[config.mk]
export PLATFORM = sky130hd
export DESIGN_NAME = syscyc_enc
export DESIGN_NICKNAME = d
export VERILOG_FILES = /design/src/rtl/syscyc_enc.sv
export SDC_FILE = /design/constraint.sdc
export NUM_CORES = 1
export LEC_CHECK = 0
export BUFFER_PORTS_ARGS = -buffer_cell sky130_fd_sc_hd__buf_2
export CAP_MARGIN = 15
export CORE_AREA = 2 2 39 41
export CTS_CLUSTER_DIAMETER = 30
export DETAILED_ROUTE_END_ITERATION = 12
export DIE_AREA = 0 0 41 43
export SYNTH_ARGS = -nofsm -noshare
export SYNTH_HDL_FRONTEND = slang
export SYNTH_SLANG_ARGS = --single-unit
[constraint.sdc]
create_clock -name clk -period 1.5 [get_ports clk]
set_input_delay 0.075 -clock clk [delete_from_list [all_inputs] [get_ports clk]]
set_output_delay 0.075 -clock clk [all_outputs]
set_load 0.1 [all_outputs]
[src/rtl/syscyc_enc.sv]
module syscyc_enc #(
  parameter int N = 7,
  parameter int K = 4,
  parameter logic [N-K:0] GEN = 4'b1011
) (
  input  logic clk,
  input  logic rst_n,
  input  logic msg_bit,
  input  logic msg_valid,
  output logic msg_ready,
  output logic code_bit,
  output logic code_valid,
  output logic code_last
);
  localparam int Q  = N - K;
  localparam int CW = $clog2(N);

  logic [CW-1:0] cnt;
  logic [Q-1:0]  rem;

  wire          in_msg  = cnt < CW'(K);
  wire          take    = msg_valid & in_msg;
  wire          fb      = msg_bit ^ rem[Q-1];
  wire [Q-1:0]  shifted = {rem[Q-2:0], 1'b0};
  wire          at_end  = cnt == CW'(N - 1);

  assign msg_ready = in_msg;

  always_ff @(posedge clk or negedge rst_n) begin
    if (!rst_n) begin
      cnt        <= '0;
      rem        <= '0;
      code_bit   <= 1'b0;
      code_valid <= 1'b0;
      code_last  <= 1'b0;
    end else begin
      code_valid <= 1'b0;
      code_last  <= 1'b0;
      if (take) begin
        code_bit   <= msg_bit;
        code_valid <= 1'b1;
        rem        <= shifted ^ ({Q{fb}} & GEN[Q-1:0]);
        cnt        <= cnt + 1'b1;
      end else if (!in_msg) begin
        code_bit   <= rem[Q-1];
        code_valid <= 1'b1;
        code_last  <= at_end;
        rem        <= at_end ? '0 : shifted;
        cnt        <= at_end ? '0 : cnt + 1'b1;
      end
    end
  end
endmodule

==> results.yml <==
status:
  status: "finished, final reports clean"
placed_design:
  port_buffers: 7
  gp_congestion: 0.7162
  pre_cts_ws_ns: 0.2006
  placed_cells: 62
  dpl.hpwl_um: 541.2
grt:
  grt_pass1_wl_mm: 1.131
  grt_start_max_net_pins: 10
  antenna_found_initial: 0
  grt_overflow: 0
  grt_pass1_vias: 271
  grt_usage_pct: 9.746
critical_path:
  r2r_cells: 5
  arrival_ns: 1.23
  cp_slowest_stage_delay_ns: 0.45
  path_depth: 2
  cp_slowest_cell: "dfrtp_1"
  critPathBufInv: 2
  worst_setup_path_end_kind: "primary output"
  cp_top_family: "buffers and inverters"
  critPathRequiredTime_ns: 1.42
  crit_chain: "inv_1 > buf_2"
  worst-path-max-fanout: 8
  startpoint_type: "flip-flop"
  crit_type: "flip-flop to primary output"
logic_synthesis:
  yosys.area.top_type_share_pct: 56.78
  yosysUniqueCellTypes: 16
  synth_ff_type: "dfrtp_1"
  synth_cells: 38
  ys_seq_elements: 9
  ys_warn_count: 0
  synth_nets: 44
  synth_commonest_cells: "dfrtp_1, nand2_1, inv_1, o21ai_0"
  synth_area_sq_um: 396.6
  synth_edf_count: 0
  ys_top_cells_by_area: "dfrtp_1, ha_1, nand2_1"
  synth_top_area_cell: "dfrtp_1"
  synth_area_per_cell_sq_um: 10.44
  synthArstFlopShare_pct: 100.0
  ys_seq_area_share_pct: 56.78
  yosysMostFrequentCell: "dfrtp_1"
sta:
  skew_ns: 0.004968
  rsz0062_at_grt: "no"
  finalHoldViolations: 0
  slew_violations: 0
  worst_slack_ns: 0.1957
  relSlewSlack_pct: 67.65
  tns_ns: 0
  fmax_mhz: 766.7
  period_share_pct: 86.95
  finalCriticalPeriod_ns: 1.304
  tightest_slew_ns: 0.4887
  setup_viol: 0
die:
  die_w_um: 41
  ios: 8
  core_sq_um: 1384
  dieArea_sq_um: 1763
  placementRows: 14
  start_util_pct: 28.66
  chipHeight_um: 43
final_layout:
  fin_util_pct: 35.80
  n_antenna_cell: 0
  fin_nets: 58
  syn_to_final_growth_pct: 24.92
  drive_above_1_share_pct: 21.57
  fin_cells: 67
clocking:
  clock-root-buffer: "clkbuf_4"
  clk_pin_slew_worst_paths_ns: 0.06
  cts_tree: "built"
  clockBufferDepth: 2
  clk_latency_ns: 0.25
  clkSinkCount: 9
  htree_levels: 1
  postCtsResizedCells: 0
  cts_made_buffers: 3
detailed_routing:
  vias: 298
  final_antenna_net_count: 0
  first_iter_violations: 5
  viasPerCell: 4.448
  routed_wl_um: 704
  firstDrtPassIters: 4
  drc_errors: 0
  avgRoutedWirePerCell_um: 10.51
flow_run:
  maxCapViolations: 0
min_path:
  hp-class: "input port to flip-flop"
  whs_path_depth: 2
[layer usage]
| metal | track usage (%) | routed length, um | vias up |
|---|---|---|---|
| met5 | 0 | 0 | - |
| met1 | 14.33 | 349 | 140 |
| li1 | - | - | 151 |
| met3 | 1.571 | 27 | 0 |
| met2 | 11.88 | 326 | 7 |
| met4 | 8.000 | 0 | 0 |
[metrics by stage]
stage	instance area (sq um)	hold slack (ns)
after floorplan	396.6	-0.2206
after global placement	459.2	-0.06248
after detailed placement	459.2	-0.05950
after CTS	495.5	0.07039
after global routing	495.5	0.07148
final	495.5	0.06753
[state kept, by name (all words and copies together) (netlist names)]
name / cells
cnt: 3
code_last: 1
code_bit: 1
code_valid: 1
rem: 3
[cell usage in the layout (no fill, tap or decap)]
cell and instances:
dfrtp_1 9, buf_2 7, nand2_1 6, inv_1 4, o21ai_0 4, clkbuf_4 3
nor2_1 2, nand3_1 2, ha_1 2, and2_1 1, xnor2_1 1, and2b_1 1
or3b_1 1, a2bb2oi_1 1, mux2i_1 1, o31ai_1 1, or2_1 1, a211oi_1 1
clkbuf_1 1, dlygate4sd3_1 1, buf_4 1
[cells by family (layout without fill, tap and decap cells)]
logic type,count (synthesis),after routing,synth area share (%)
DFF,9,9,56.78
AOI/OAI and AO/OA,7,7,11.04
and+or+nand+nor,14,14,17.35
adders and majority gates,2,2,6.308
muxes,1,1,2.524
xor gates and xnor gates,1,1,2.209
buffers and inverters,4,17,3.784
[final timing paths]
path	start	to	slack [ns]
max in group asynchronous	rst_n	cnt[1]	1.12
worst max-delay path	cnt[2]	msg_ready	0.20
min in group asynchronous	rst_n	rem[0]	0.20
worst max register to register	cnt[0]	cnt[1]	0.20
worst min register to register	rem[1]	rem[1]	0.52
worst min-delay path	msg_valid	rem[0]	0.07
[final cells by class]
type,count,area [sq um]
fillers,147,888.4
flip-flops and latches,9,225.2
multi-input cells,25,156.4
repair buffers,9,52.55
clock buffers,4,26.28
well taps,16,20.02
inverters,4,15.01
[timing repair]
item | 4_1_cts | 5_1_grt
endpoints found under the hold margin | 9 | 0
buffers inserted | 0 | 0
hold buffers | 1 | 0
Power is not shown: default switching activity piles up to over one toggle a cycle in this logic, so the estimate is an artifact.
